<file path="src/rtl/i2s_ckgen_pkg.sv">
package i2s_ckgen_pkg;

  localparam int unsigned LEN_W = 6;

  localparam logic [LEN_W-1:0] SLOT_SHORT = 6'd16;
  localparam logic [LEN_W-1:0] SLOT_MID   = 6'd24;
  localparam logic [LEN_W-1:0] SLOT_LONG  = 6'd32;

  typedef enum logic [1:0] {
    CODE_16 = 2'd0,
    CODE_24 = 2'd1,
    CODE_32 = 2'd2,
    CODE_RSV = 2'd3
  } slot_code_e;

  function automatic logic [LEN_W-1:0] slot_len(input logic [1:0] code);
    logic [LEN_W-1:0] len;
    case (slot_code_e'(code))
      CODE_16: len = SLOT_SHORT;
      CODE_24: len = SLOT_MID;
      default: len = SLOT_LONG;
    endcase
    return len;
  endfunction

endpackage

</file>
<file path="src/rtl/i2s_ckgen_rst_sync.sv">
module i2s_ckgen_rst_sync #(
  parameter int unsigned STAGES = 2
) (
  input  logic clk,
  input  logic rst_n,
  output logic rst_sync_n
);

  logic [STAGES-1:0] chain_q;
  logic [STAGES-1:0] chain_d;

  always_comb begin
    chain_d = {chain_q[STAGES-2:0], 1'b1};
  end

  always_ff @(posedge clk or negedge rst_n) begin
    if (!rst_n) begin
      chain_q <= '0;
    end else begin
      chain_q <= chain_d;
    end
  end

  assign rst_sync_n = chain_q[STAGES-1];

endmodule

</file>
<file path="src/rtl/i2s_ckgen_bclk.sv">
module i2s_ckgen_bclk #(
  parameter int unsigned DIV_W = 8
) (
  input  logic             clk,
  input  logic             rst_n,
  input  logic             run,
  input  logic [DIV_W-1:0] div_half,
  output logic             fall_now,
  output logic             sclk,
  output logic             tx_stb,
  output logic             rx_stb
);

  logic [DIV_W-1:0] cnt_q, cnt_d;
  logic             sclk_q, sclk_d;
  logic             tx_q, tx_d;
  logic             rx_q, rx_d;
  logic [DIV_W-1:0] div_m1;
  logic             wrap;

  // a zero divider behaves like one
  assign div_m1 = (div_half == '0) ? '0 : (div_half - 1'b1);
  // >= keeps the counter bounded if the ratio shrinks mid-count
  assign wrap     = run && (cnt_q >= div_m1);
  assign fall_now = wrap && sclk_q;

  always_comb begin
    cnt_d  = cnt_q;
    sclk_d = sclk_q;
    tx_d   = 1'b0;
    rx_d   = 1'b0;
    if (!run) begin
      cnt_d  = '0;
      sclk_d = 1'b0;
    end else if (wrap) begin
      cnt_d  = '0;
      sclk_d = ~sclk_q;
      tx_d   = sclk_q;
      rx_d   = ~sclk_q;
    end else begin
      cnt_d = cnt_q + 1'b1;
    end
  end

  always_ff @(posedge clk or negedge rst_n) begin
    if (!rst_n) begin
      cnt_q  <= '0;
      sclk_q <= 1'b0;
      tx_q   <= 1'b0;
      rx_q   <= 1'b0;
    end else begin
      cnt_q  <= cnt_d;
      sclk_q <= sclk_d;
      tx_q   <= tx_d;
      rx_q   <= rx_d;
    end
  end

  assign sclk   = sclk_q;
  assign tx_stb = tx_q;
  assign rx_stb = rx_q;

endmodule

</file>
<file path="src/rtl/i2s_ckgen_ws_seq.sv">
module i2s_ckgen_ws_seq
  import i2s_ckgen_pkg::*;
(
  input  logic       clk,
  input  logic       rst_n,
  input  logic       run,
  input  logic       fall_now,
  input  logic [1:0] slot_code,
  output logic       ws,
  output logic       frame_stb
);

  logic [LEN_W-1:0] bitc_q, bitc_d;
  logic [LEN_W-1:0] len_q, len_d;
  logic             ws_q, ws_d;
  logic             frm_q, frm_d;
  logic             slot_end;

  assign slot_end = (bitc_q == (len_q - 1'b1));

  always_comb begin
    bitc_d = bitc_q;
    len_d  = len_q;
    ws_d   = ws_q;
    frm_d  = 1'b0;
    if (!run) begin
      bitc_d = '0;
      ws_d   = 1'b0;
      len_d  = slot_len(slot_code);
    end else if (fall_now) begin
      if (slot_end) begin
        bitc_d = '0;
        ws_d   = ~ws_q;
        if (ws_q) begin
          // right slot ends here: frame boundary, pick up the new length
          len_d = slot_len(slot_code);
          frm_d = 1'b1;
        end
      end else begin
        bitc_d = bitc_q + 1'b1;
      end
    end
  end

  always_ff @(posedge clk or negedge rst_n) begin
    if (!rst_n) begin
      bitc_q <= '0;
      len_q  <= SLOT_SHORT;
      ws_q   <= 1'b0;
      frm_q  <= 1'b0;
    end else begin
      bitc_q <= bitc_d;
      len_q  <= len_d;
      ws_q   <= ws_d;
      frm_q  <= frm_d;
    end
  end

  assign ws        = ws_q;
  assign frame_stb = frm_q;

endmodule

</file>
<file path="src/rtl/i2s_ckgen.sv">
module i2s_ckgen #(
  parameter int unsigned DIV_W = 8
) (
  input  logic             clk,
  input  logic             rst_n,
  input  logic             glb_en,
  input  logic             sclk_en,
  input  logic [DIV_W-1:0] div_half,
  input  logic [1:0]       slot_code,
  output logic             sclk,
  output logic             ws,
  output logic             tx_stb,
  output logic             rx_stb,
  output logic             frame_stb
);

  logic rst_int_n;
  logic run;
  logic fall_now;

  assign run = glb_en && sclk_en;

  i2s_ckgen_rst_sync #(.STAGES(2)) u_rst (
    .clk        (clk),
    .rst_n      (rst_n),
    .rst_sync_n (rst_int_n)
  );

  i2s_ckgen_bclk #(.DIV_W(DIV_W)) u_bclk (
    .clk      (clk),
    .rst_n    (rst_int_n),
    .run      (run),
    .div_half (div_half),
    .fall_now (fall_now),
    .sclk     (sclk),
    .tx_stb   (tx_stb),
    .rx_stb   (rx_stb)
  );

  i2s_ckgen_ws_seq u_ws (
    .clk       (clk),
    .rst_n     (rst_int_n),
    .run       (run),
    .fall_now  (fall_now),
    .slot_code (slot_code),
    .ws        (ws),
    .frame_stb (frame_stb)
  );

endmodule

</file>
<file path="config.mk">
export PLATFORM = sky130hd
export DESIGN_NAME = i2s_ckgen
export DESIGN_NICKNAME = d
export VERILOG_FILES = /design/src/rtl/i2s_ckgen_pkg.sv /design/src/rtl/i2s_ckgen_rst_sync.sv /design/src/rtl/i2s_ckgen_bclk.sv /design/src/rtl/i2s_ckgen_ws_seq.sv /design/src/rtl/i2s_ckgen.sv
export SDC_FILE = /design/constraint.sdc
export NUM_CORES = 1
export LEC_CHECK = 0
export BUFFER_PORTS_ARGS = -buffer_cell sky130_fd_sc_hd__clkbuf_2
export CORE_MARGIN = 2
export CORE_UTILIZATION = 30
export DETAILED_ROUTE_END_ITERATION = 10
export PLACE_DENSITY = 0.52
export SYNTH_ARGS = -nofsm -noshare
export SYNTH_HDL_FRONTEND = slang
export SYNTH_HIERARCHICAL = 1
export SYNTH_SLANG_ARGS = --single-unit
</file>
<file path="constraint.sdc">
create_clock -name clk -period 2.4 [get_ports clk]
set_clock_uncertainty 0.1 [all_clocks]
set_input_delay 0.12 -clock clk [delete_from_list [all_inputs] [get_ports clk]]
set_output_delay 0.12 -clock clk [all_outputs]
set_load 0.03 [all_outputs]
</file>
Word level (Yosys, flattened, before mapping)
Index checks and enable logic that the tools add are counted.

cells by class
  $add $sub $neg = 4
  magnitude comparators = 1
  eq/ne operators = 6
  muxes and demuxes = 24
  bitwise operators = 2
  reductions and logical operators = 7

operators by type and width
  operator               count
  $mux W6                7
  $mux W8                3
  $mux W1                13
  $pmux W6 S2            1
  $add A8 B1 Y8 const B  1
  $ge A8 B8 Y1           1
  $logic_not A8 Y1       1
  $sub A8 B1 Y8 const B  1
  $add A6 B1 Y6 const B  1
  $eq A6 B6 Y1           1
  $sub A6 B1 Y6 const B  1
  $ne A2 B1 Y1 const B   2
  $ne A2 B2 Y1 const B   2
  $logic_and A1 B1 Y1    3
  $reduce_and A3 Y1      1
  $eq A2 B1 Y1 const B   1
  $logic_not A2 Y1       1
  $not A1 Y1             2
  $reduce_and A2 Y1      1

storage, ports and cells
  bits in registers = 27
  input port bits = 14
  output and inout bits = 5
  word-level logic and storage cells = 53

Depth between registers and ports, before layout
  depth after elaboration = 7
  depth in mapped cells = 16
  gate-level depth less buffers = 15

By module
Netlist, hierarchy kept.

by module, submodules not included
  module              times used  cells an instance  area an instance (sq um)
  i2s_ckgen_bclk      1           93                 907.1
  i2s_ckgen_ws_seq    1           51                 565.5
  i2s_ckgen_rst_sync  1           3                  53.8
  i2s_ckgen           1           1                  6.3

Worst setup path after synthesis
Ideal clock, no wire load.

  kind = input to register
  start = input port div_half[0]
  end = register u_ws.len_q[5]
  setup time = 125 ps
  arrival = 3209 ps
  slack = -1034 ps
  cell stages on the path = 15
  cells stage by stage = inv_1 ha_1 nor2b_1 nand3b_1 or3_1 and2_1 ha_1 nand2b_4 a2111oi_4 o311ai_2 buf_6 and3_1 nand2_1 o41a_1 mux2_4

between the ends
  longest elaborated chain between the ends = 7

RTL lines
  item                                                      line                    text
  from (decl)                                               i2s_ckgen.sv:8          input logic [DIV_W-1:0] div_half,
  $sub A8 B1 Y8 / $logic_not A8 Y1 (equally long branches)  i2s_ckgen_bclk.sv:22    assign div_m1 = (div_half == '0) ? '0 : (div_half - 1'b1);
  $mux W8 *                                                 i2s_ckgen_bclk.sv:22
  $ge A8 B8 Y1 *                                            i2s_ckgen_bclk.sv:24    assign wrap = run && (cnt_q >= div_m1);
  $logic_and A1 B1 Y1 *                                     i2s_ckgen_bclk.sv:24
  $logic_and A1 B1 Y1 *                                     i2s_ckgen_bclk.sv:25    assign fall_now = wrap && sclk_q;
  named net fall_now                                        i2s_ckgen.sv:19         logic fall_now;
  $ne A2 B2 Y1 (no line) *                                  n/a
  $reduce_and A3 Y1 (no line) *                             n/a
  to (signal assigned)                                      i2s_ckgen_ws_seq.sv:53  len_q <= len_d;
  to (decl)                                                 i2s_ckgen_ws_seq.sv:14  logic [LEN_W-1:0] len_q, len_d;

The timed path passes the listed nets; every way through them passes the cells marked *.
A chain may end at the register's enable or synchronous reset.

Final worst setup path
  start = input port div_half[1]
  end = register u_ws.len_q[5]

The elaborated chain is that of the path after synthesis.

==> metrics.md <==
| Metric | Value |
|---|---|
| Status | `finished with violations` |
| Failing checks | `setup timing` |
| R2R cell count | `8` |
| Tcrit/Tclk final | `1.16` |
| Crit end category | `flip-flop` |
| Slew Viols, Final | `0` |
| Cells after synthesis | `148` |
| Initial antenna violation count | `0` |
| Mapped cell area | `1530 µm²` |
| Most common cell in the synthesized netlist | `dfrtp_1` |
| Min Tclk post-route | `2.79 ns` |
| Post-place instance area | `2010 µm²` |
| Port buffer count | `18` |
| Area contributors post-synth | `dfrtp_1 38%, ha_1 9.8%, xnor2_1 5.7%, nor3_2 5.2%, xor2_1 3.4%` |
| Die area | `5700 µm²` |
| Yosys top cell area share | `0.376` |
| Total power divided by cell area | `365 nW/µm²` |
| CTS buffer count | `3` |
| Layout cell share with drive strength beyond 1 | `0.474` |
| Fmax | `358 MHz` |
| Synth Area in Simple Gates | `0.251` |
| Routed via count | `1270` |
| Post-synthesis async set-or-reset flop share | `1.00` |
| Cell row count | `26` |
| Crit Path Max Fanout | `4` |
| Final instance area | `~2300 µm²` |
| Longest Clk Path Bufs | `2` |
| XOR/XNOR Fraction of Synth Area | `0.106` |
| Post-route setup slack | `-0.393 ns` |
| Worst-Skew Late Latency | `0.26 ns` |
| Initial Util | `0.306` |
| Vias/cell | `4.55` |
| Initial DRC count | `35` |
| Number of global-route vias before repair | `1258` |
| Worst-Margin Slew | `0.890 ns` |
| Post-synth top area cell | `dfrtp_1` |
| Fin. Hold Viols | `0` |
| Setup violators final | `12` |
| CP arrival | `2.85 ns` |
| WL per Instance | `11.5 µm` |
| Pre-Repair DR Iteration Count | `4` |
| MaxCap Viol Count | `0` |
| Setup_tns | `-3.04 ns` |
| DP Wirelength | `2530 µm` |
| Synth Register Bits | `24` |
| Core area | `5010 µm²` |
| Synthesis Warnings | `6` |
| Clock-pin slew on the worst setup and hold paths | `0.09 ns` |
| Largest family of logic cells by synthesized area | `simple AND/OR/NAND/NOR gates` |
| Synth Area in Compound Gates | `0.0776` |
| Pleak | `1.03 nW` |
| GPL Wtd Cong | `slightly below 0.8` |
| Synth Area in Adders | `0.0980` |
| Boundary pin count | `19` |
| Hold WC Path Type | `in -> async` |
| Nets | `236` |
| First-pass GRT wire length | `5410 µm` |
| DRC viols | `0` |
| Gr ovfl total | `0` |
| CTS sink cnt | `24` |
| Post-synthesis sequential area ratio | `0.393` |
| Post-Route WL | `3200 µm` |
| Worst setup path class | `in -> reg` |
| GRT Util Overall | `0.123` |
| Synth-to-Final Area Change | `48.7%` |
| Post-synth EDFFs | `0` |
| CTS Root Cell | `clkbuf_8` |
| Antenna diodes | `0` |
| RSZ-0062 raised after global routing | `yes` |
| Rel. slew slack | `0.407` |
| Post-synthesis mux area share | `0.0424` |
| Final ANT Viol Nets | `0` |
| Startpoint Class | `primary input` |
| Syn Nets | `between 150 and 200` |
| Synth Flop Type | `dfrtp_1` |
| Die span in y | `approximately 75 µm` |
| Worst path required time | `2.46 ns` |
| Highest ir drop seen on vdd | `between 150 and 200 µV` |
| Die Width | `75.5 µm` |
| Mean Syn Cell Area | `10.4 µm²` |
| Top cells by count, synth | `23 x dfrtp_1, 13 x nand2_1, 12 x ha_1` |
| Synth unique cells | `39` |
| CTS tree | `built` |
| Largest net degree at the start of global routing | `23` |
| H-tree depth | `1` |
-- kinds of logic (layout without fill, tap and decap cells) --
family | Yosys count | in the layout
simple gates | 66 | 66
flops | 24 | 24
xor+xnor | 17 | 17
fa+ha+maj | 12 | 12
compound gates | 12 | 12
buf+inv | 10 | 71
mux | 6 | 6
other cells | 1 | 1
-- per-stage QoR --
step           hold slack (ns)  cells   util  setup slack, ns  total power, W
3_5_place_dp            -0.192    267  0.402           -0.845        0.000570
2_1_floorplan           -0.276    148      -           -0.833        0.000511
5_1_grt                 0.0568    279  0.455           -0.477        0.000883
6_report                0.0654    279  0.455           -0.393        0.000832
3_3_place_gp            -0.193    267  0.402           -0.758        0.000568
4_1_cts                 0.0526    277  0.442           -0.407        0.000838
-- area by class of cell --
type | count | area, µm²
Sequential cell | 24 | 602
Inverter | 9 | 53.8
Multi-Input combinational cell | 114 | 1060
Fill cell | 499 | 2730
Clock buffer | 4 | 45.0
Tap cell | 70 | 87.6
Timing Repair Buffer | 58 | 430
-- report_power, final --
| group | leakage [nW] | switching [W] | internal [W] |
|---|---|---|---|
| logic | 0.685 | 0.0000726 | 0.0000960 |
| clock network | 0.0228 | 0.000122 | 0.000118 |
| registers | 0.323 | 0.0000107 | 0.000412 |
| total | 1.03 | 0.000205 | 0.000627 |
-- flip-flops by register name (all words and copies together) (netlist names) --
signal and flops:
u_bclk/cnt_q 8, u_ws/bitc_q 6, u_bclk/sclk 1, u_ws/len_q 3, u_bclk/rx_stb 1, u_ws/ws 1
u_bclk/tx_stb 1, u_rst/chain_q 2, u_ws/frame_stb 1
-- per-layer routing --
| metal | part of all wire | GRT usage | wire length (µm) |
|---|---|---|---|
| met1 | 0.45 | 0.151 | 1440 |
| met3 | 0.025 | 0.0317 | 79 |
| met4 | 0.0022 | 0.0175 | 7 |
| met5 | 0 | 0 | 0 |
| met2 | 0.52 | 0.220 | 1670 |
-- final timing paths --
path,from,end,slack [ns]
max,div_half[1],u_ws/len_q[5],-0.39
min,rst_n,u_rst/chain_q[0],0.07
max reg2reg,u_bclk/cnt_q[3],u_ws/len_q[5],0.07
min reg2reg,u_rst/chain_q[0],u_rst/chain_q[1],0.25
max in group asynchronous,u_rst/chain_q[1],u_bclk/cnt_q[6],1.38
min in group clk,u_rst/chain_q[0],u_rst/chain_q[1],0.25
-- critical path, cell delays in order --
cell and delay (ns):
clkbuf_16 0.14, inv_12 0.04, ha_4 0.12, nor2b_4 0.13, nand3b_1 0.10, or3_4 0.36, and2_4 0.16, ha_4 0.24
nand2b_4 0.11, a2111oi_4 0.07, o311ai_2 0.32, and3_4 0.25, nand2_4 0.04, o41a_1 0.34, mux2_4 0.30
-- cells in the final DEF (no fill, tap or decap), types with 3 or more instances in the layout --
| cell type | Yosys | final |
|---|---|---|
| nor2_1 | 10 | 10 |
| nand2_1 | 13 | 10 |
| nand3_1 | 6 | 5 |
| nor3_1 | 5 | 3 |
| dlygate4sd3_1 | 0 | 3 |
| nor2b_1 | 6 | 4 |
| dfrtp_1 | 23 | 23 |
| xnor2_1 | 10 | 9 |
| ha_4 | 0 | 4 |
| clkbuf_8 | 0 | 4 |
| mux2i_1 | 5 | 4 |
| nor3_2 | 8 | 8 |
| xor2_1 | 6 | 6 |
| clkbuf_2 | 0 | 16 |
| buf_4 | 0 | 36 |
| inv_1 | 9 | 7 |
| ha_1 | 12 | 8 |
-- repair_timing --
action	4_1_cts	5_1_grt
resized for setup	19	11
endpoints found under the setup margin	19	19
hold endpoints to repair	4	0
buffers inserted	3	4
hold buffers	3	0
pin swaps	9	4
(Power assumes the default switching activity.)
